`src/rtl/rx_seq_pkg.sv`:
```
package rx_seq_pkg;

  localparam int IW = 32;

  localparam logic [3:0] OP_CMP   = 4'h1;
  localparam logic [3:0] OP_ALT   = 4'h2;
  localparam logic [3:0] OP_STAR  = 4'h3;
  localparam logic [3:0] OP_PLUS  = 4'h4;
  localparam logic [3:0] OP_OPT   = 4'h5;
  localparam logic [3:0] OP_MATCH = 4'h6;

  // field order is decoded by the compiler side, keep it fixed
  typedef struct packed {
    logic [3:0]  op;
    logic        fbit;
    logic [2:0]  len;
    logic [15:0] chars;
    logic [7:0]  off;
  } rx_instr_t;

  typedef enum logic [1:0] {
    GO_NEXT = 2'd0,
    GO_STAY = 2'd1,
    GO_JUMP = 2'd2,
    GO_HOME = 2'd3
  } rx_go_e;

endpackage

```
`src/rtl/rx_seq_decode.sv`:
```
module rx_seq_decode
  import rx_seq_pkg::*;
(
  input  logic [IW-1:0] word,
  output rx_instr_t     ins,
  output logic          legal
);
  always_comb begin
    ins = rx_instr_t'(word);
    unique case (ins.op)
      OP_CMP, OP_ALT, OP_STAR, OP_PLUS, OP_OPT, OP_MATCH: legal = 1'b1;
      default: legal = 1'b0;
    endcase
  end
endmodule

```
`src/rtl/rx_seq_step.sv`:
```
module rx_seq_step
  import rx_seq_pkg::*;
#(
  parameter int AW = 4
) (
  input  rx_instr_t       ins,
  input  logic            legal,
  input  logic [AW-1:0]   pc,
  input  logic            hit,
  input  logic            seen,
  output logic [AW-1:0]   pc_nxt,
  output logic            seen_nxt,
  output logic            adv,
  output logic            home_req,
  output logic            rpt
);
  localparam int EW = (AW > 8) ? AW : 8;

  rx_go_e         go;
  logic [EW-1:0]  off_x;
  logic [AW-1:0]  pc_inc;
  logic [AW-1:0]  pc_jmp;

  always_comb begin
    off_x  = EW'($signed(ins.off));
    pc_inc = pc + AW'(1);
    pc_jmp = pc + off_x[AW-1:0];
  end

  always_comb begin
    go       = GO_HOME;
    adv      = 1'b0;
    home_req = 1'b0;
    rpt      = 1'b0;
    if (!legal) begin
      home_req = 1'b1;
    end else begin
      unique case (ins.op)
        OP_CMP: begin
          adv      = hit;
          go       = hit ? GO_NEXT : GO_HOME;
          home_req = !hit;
        end
        OP_ALT: begin
          adv = hit;
          go  = hit ? GO_NEXT : GO_JUMP;
        end
        OP_STAR: begin
          adv = hit;
          go  = hit ? GO_STAY : GO_NEXT;
        end
        OP_PLUS: begin
          adv = hit;
          if (hit)       go = GO_STAY;
          else if (seen) go = GO_NEXT;
          else begin
            go       = GO_HOME;
            home_req = 1'b1;
          end
        end
        OP_OPT: begin
          adv = hit;
          go  = GO_NEXT;
        end
        default: begin
          rpt = 1'b1;
          go  = GO_HOME;
        end
      endcase
    end
  end

  always_comb begin
    unique case (go)
      GO_NEXT: pc_nxt = pc_inc;
      GO_STAY: pc_nxt = pc;
      GO_JUMP: pc_nxt = pc_jmp;
      default: pc_nxt = '0;
    endcase
    seen_nxt = legal && (ins.op == OP_PLUS) && hit;
  end
endmodule

```
`src/rtl/rx_seq_top.sv`:
```
module rx_seq_top
  import rx_seq_pkg::*;
#(
  parameter int AW = 4
) (
  input  logic          clk,
  input  logic          rst_n,
  input  logic          step,
  input  logic          cmp_hit,
  output logic [AW-1:0] imem_addr,
  input  logic [31:0]   imem_rdata,
  output logic [15:0]   op_chars,
  output logic [2:0]    op_len,
  output logic          op_fbit,
  output logic          advance,
  output logic          restart,
  output logic          match_vld,
  output logic [7:0]    match_id
);
  logic [1:0]    rst_sync;
  logic          live;
  logic          en;
  logic [AW-1:0] pc_q, pc_d;
  logic          seen_q, seen_d;
  rx_instr_t     ins;
  logic          legal;
  logic          adv_w, home_w, rpt_w;

  always_ff @(posedge clk or negedge rst_n) begin
    if (!rst_n) rst_sync <= 2'b00;
    else        rst_sync <= {rst_sync[0], 1'b1};
  end

  always_comb begin
    live = rst_sync[1];
    en   = live && step;
  end

  rx_seq_decode u_dec (
    .word  (imem_rdata),
    .ins   (ins),
    .legal (legal)
  );

  rx_seq_step #(.AW(AW)) u_step (
    .ins      (ins),
    .legal    (legal),
    .pc       (pc_q),
    .hit      (cmp_hit),
    .seen     (seen_q),
    .pc_nxt   (pc_d),
    .seen_nxt (seen_d),
    .adv      (adv_w),
    .home_req (home_w),
    .rpt      (rpt_w)
  );

  always_ff @(posedge clk or negedge rst_n) begin
    if (!rst_n) begin
      pc_q   <= '0;
      seen_q <= 1'b0;
    end else if (en) begin
      pc_q   <= pc_d;
      seen_q <= seen_d;
    end
  end

  always_comb begin
    imem_addr = pc_q;
    op_chars  = ins.chars;
    op_len    = ins.len;
    op_fbit   = ins.fbit;
    match_id  = ins.chars[7:0];
    advance   = en && adv_w;
    restart   = en && home_w;
    match_vld = en && rpt_w;
  end
endmodule

```
`config.mk`:
```
export PLATFORM = sky130hd
export DESIGN_NAME = rx_seq_top
export DESIGN_NICKNAME = d
export VERILOG_FILES = /design/src/rtl/rx_seq_pkg.sv /design/src/rtl/rx_seq_decode.sv /design/src/rtl/rx_seq_step.sv /design/src/rtl/rx_seq_top.sv
export SDC_FILE = /design/constraint.sdc
export NUM_CORES = 1
export LEC_CHECK = 0
export BUFFER_PORTS_ARGS = -buffer_cell sky130_fd_sc_hd__buf_2
export CAP_MARGIN = 25
export CORE_MARGIN = 1
export CORE_UTILIZATION = 39
export CTS_CLUSTER_DIAMETER = 120
export DETAILED_ROUTE_END_ITERATION = 10
export PLACE_DENSITY = 0.93
export SETUP_SLACK_MARGIN = 0.5
export SYNTH_ARGS = -nofsm -noshare
export SYNTH_HDL_FRONTEND = slang
export SYNTH_SLANG_ARGS = --single-unit
```
`constraint.sdc`:
```
create_clock -name clk -period 3.8 [get_ports clk]
set_input_delay 0.38 -clock clk [delete_from_list [all_inputs] [get_ports clk]]
set_output_delay 0.38 -clock clk [all_outputs]
set_load 0.005 [all_outputs]
```
# Yosys cells after proc, flatten, opt, wreduce, memory -nomap -nowiden
# Index checks and enable logic that the tools add are counted.
# classes
add_sub_neg	2
eq_ne	8
mux	17
bitwise	1
n_reduce_logical	11
# op_table
cell	n
== test 4 x 3 -> 1 bit, second input constant	3
case mux 4 bit (3 select lines)	1
2-to-1 mux 2 bit	5
case mux 2 bit (5 select lines)	1
2-to-1 mux 1 bit	9
== test 4 x 2 -> 1 bit, second input constant	2
logical AND 1 bit	6
OR reduction 6 bit	1
OR reduction 5 bit	1
adder 4 x 1 -> 4 bit, second input constant	1
adder 4 bit	1
== test 4 x 1 -> 1 bit, second input constant	1
== test 2 x 1 -> 1 bit, second input constant	1
== test 2 bit, second input constant	1
logical NOT 2 bit	1
case mux 1 bit (2 select lines)	1
AND reduction 2 bit	1
logical NOT 1 bit	1
NOT 1 bit	1
# totals
regBits	7
inputBits	36
out_inout_bits	35
word_cells	42

# Longest topological paths before layout
# logic_depth
depth_word	7
mapped_depth	9

# Hierarchy
# From an unflattened synthesis, not the netlist that was laid out.
# unflattened
cells_unflattened	112
hier_area_um2	960.9
# by_module_without_submodules
module	n_inst	cells_per_inst	area_each_um2	seq_area_each_um2
rx_seq_step	1	52	370.4	0.0
rx_seq_top	1	25	324.1	175.2
rx_seq_decode	1	35	266.5	0.0

# Worst setup path after synthesis
# OpenSTA, ideal clock, no wires.
# synth_timing
path_kind	in2reg
from	input port imem_rdata[28]
to	register pc_q[3] (netlist: imem_addr[3])
arrival_time_ps	1896
setup_slack_ps	1783
stages	9
path_buffers	1
cell_sequence	buf_6 nor3_2 and3_2 ha_1 a21o_1 a21oi_1 xnor2_1 a21o_1 a22o_1
# synth_via
elab_chain_cells	7
elab_cells_between_ends	16
# synth_rtl
element	line	rtl
start, declared	rx_seq_top.sv:11	input logic [31:0] imem_rdata,
== test 4 x 1 -> 1 bit (tied with other cells)	rx_seq_decode.sv:10, rx_seq_step.sv:38	
OR reduction 6 bit	rx_seq_decode.sv:10	unique case (ins.op)
2-to-1 mux 1 bit	rx_seq_decode.sv:10	
2-to-1 mux 2 bit *	rx_seq_step.sv:35	if (!legal) begin
parallel branches: the longest is 3 deep, another holds case mux 4 bit (3 select lines)	n/a	
end signal, assigned	rx_seq_top.sv:63	pc_q <= pc_d;
end, declared	rx_seq_top.sv:23	logic [AW-1:0] pc_q, pc_d;
# Every way passes the cells marked *.
# A chain may end at the register's enable or synchronous reset.

# Worst setup path after layout
# Ends and elaborated chain as after synthesis.

==> metrics <==
die extent in x 45.5 microns; drt first pass iters 4; row cnt 15; final setup fails 0; Max clock buf depth 2; post-synthesis simple-gate area fraction 16.4%; main combinational cell family by area after synthesis buffers and inverters; Post-synth EDFFs 0; share of layout cells above drive strength 1 36.0%; MaxCap Viol Count 0; Mean Syn Cell Area 9.00 sq um; Warnings, synthesis 0; Synth-to-Final Area Change -9.66%; crit path cell chain buf_2, nor3_2, and3_2, ha_1, a21o_1, a21oi_1, xnor2_1, a21o_1, a22o_1; n_diodes 0; Post-synth top cells buf_4, dfrtp_1, nand2_1; Synth Cell Area 738 sq um; Vias 522; gr usage total 13.7%; RePlAce Congestion 0.792; Top Family by Delay on Critical Path compound AO/OA/AOI/OAI gates; delay of the slowest critical-path stage 0.32 ns; CTS buffer count 3; VDD IR max 0.0940 mV; Main synth FF type dfrtp_1; Most common cell on crit path a21o_1; area leader, netlist buf_4; top post-synthesis cells by area buf_4, dfrtp_1, a22o_1; core area 1750 sq um; Netlist cell types 29; largest net degree at the start of global routing 10; Final Core Density 38.2%; Slew Limit Fails 0; vias in the first global route 457; post-CTS setup buffer count 0; final hold violation count 0; Crit path buffers/inverters 1; first-pass GRT wire length 1930 microns; unrepaired setup endpoints after global routing false; post-synthesis mux area share 0%; WS Path Type primary input to register; setup_tns 0 ns; Synth Area in XOR/XNOR 2.37%; GR Overflow Total 0; die footprint 2070 sq um; Power Dens Cells 286 nW/um^2; worst skew pair latency 0.27 ns; required time worst endpoint 3.95 ns; outcome complete, no violations; buffers added on ports 18; post-route minimum period 2.00 ns; Crit-path slowest cell nor3_2; ys async rst share 100%; post-synth top area share 29.5%; Synth Area in Compound Gates 17.6%; Clock H-tree levels 1; TritonCTS clock tree yes; ANT nets after route 0; clk_skew 0.00470 ns; adder-cell share of the synthesized area 7.80%; vias per cell 5.22; Syn Inst Count 82; number of remaining DRC errors 0; # nets final 116; worst min-delay path class register to register; post-DP HPWL 1070 microns; Initial Utilization 42.3%; CP Capture Type register; Yosys reg bits 7; Worst Path Arrival 2.15 ns; routed wire length per instance 14.2 microns; antenna violations before repair 0; Total Wirelength 1420 microns; chip height 45.5 microns; cell with the most instances after synthesis buf_4; CTS clk-pin slew, worst paths 0.05 ns; sequential-to-total area share from yosys stat 23.7%; num ports 71; Final Cycle Share 52.7%; leakage power 0.350 nW; Max Fclk 500 MHz; Iteration-0 DRC Markers 9; CTS root buf clkbuf_4; CTS sink count 7; Worst Path Max Fanout 9; Net Count, Synth 122; startpoint types primary input
==> metrics by stage <==
step                      instances  setup WS, ns  cell area, sq um  power [W]  hold slack, ns
after floorplan                  82          1.78               738   0.000127          0.0844
after global placement           95          1.62               631   0.000115           0.221
after detailed placement         95          1.54               631   0.000118           0.228
after CTS                       100          1.81               667   0.000193           0.350
after global routing            100          1.74               667   0.000199           0.357
final                           100          1.80               667   0.000191           0.347
==> state kept, by name, indices dropped and copies added (netlist names) <==
name / count
imem_addr: 4
rst_sync: 2
seen_q: 1
==> worst paths after layout <==
path	start	to	slack (ns)	cells after the start
worst max-delay path	imem_rdata[28]	imem_addr[3]$_DFFE_PN0P_	1.80	9
worst min-delay path	rst_sync[0]$_DFF_PN0_	rst_sync[1]$_DFF_PN0_	0.35	0
worst max register to register	imem_addr[1]$_DFFE_PN0P_	imem_addr[3]$_DFFE_PN0P_	2.15	6
worst min register to register	rst_sync[0]$_DFF_PN0_	rst_sync[1]$_DFF_PN0_	0.35	0
max in group asynchronous	rst_n	imem_addr[3]$_DFFE_PN0P_	3.15	2
min in group asynchronous	rst_n	imem_addr[2]$_DFFE_PN0P_	0.48	2
==> kinds of logic (layout without fill, tap and decap cells) <==
group | after synthesis | in the layout
buffers and inverters | 31 | 24
and+or+nand+nor | 21 | 21
AOI/OAI and AO/OA | 16 | 16
DFF | 7 | 7
adders and majority gates | 4 | 4
xor gates and xnor gates | 2 | 2
other | 1 | 1
==> where the power goes <==
| part | internal [W] | switching [W] |
|---|---|---|
| logic | 0.0000164 | 0.0000212 |
| clock network | 0.0000404 | 0.0000329 |
| registers | 0.0000777 | 0.00000222 |
| total | 0.000135 | 0.0000563 |
==> area by class of cell <==
class	instances	area, sq um
fillers	191	1080
multi-input cells	44	330
flip-flops and latches	7	175
repair buffers	19	100
well taps	25	31.3
clock buffers	4	26.3
inverters	1	3.75
==> routing by layer <==
layer  global-route usage [%]  vias up  routed length, microns
met1                     14.9      249                     597
li1                         -      238                       -
met5                        0        -                       0
met2                     22.6       31                     679
met3                     3.97        4                     114
met4                     9.70        0                      26
==> worst register-to-register path: stages, from the launching register on <==
cell and delay, ns:
dfrtp_1 0.42, ha_1 0.31, a21o_1 0.16, a21oi_1 0.17
xnor2_1 0.12, a21o_1 0.19, a22o_1 0.17
==> layout by cell type, fill, tap and decap left out <==
| master | count |
|---|---|
| a211oi_4 | 1 |
| a21o_1 | 3 |
| a21oi_1 | 2 |
| a22o_1 | 5 |
| a31oi_1 | 1 |
| and3_2 | 2 |
| buf_2 | 18 |
| clkbuf_1 | 1 |
| clkbuf_4 | 3 |
| conb_1 | 1 |
| dfrtp_1 | 7 |
| dlygate4sd3_1 | 1 |
| fa_1 | 1 |
| ha_1 | 3 |
| inv_1 | 1 |
| nand2_1 | 6 |
| nand2_2 | 1 |
| nand3_1 | 2 |
| nand3b_1 | 1 |
| nor2_1 | 2 |
| nor2b_1 | 2 |
| nor2b_4 | 1 |
| nor3_1 | 2 |
| nor3_2 | 1 |
| nor4_1 | 1 |
| o21a_1 | 1 |
| o21ai_0 | 1 |
| o221ai_1 | 1 |
| o22ai_1 | 1 |
| xnor2_1 | 1 |
| xor2_1 | 1 |
==> what timing repair did <==
action	in CTS	in global routing
hold buffers	1	0
gates resized for setup	0	0
hold endpoints to repair	7	0
(Power assumes the default switching activity.)
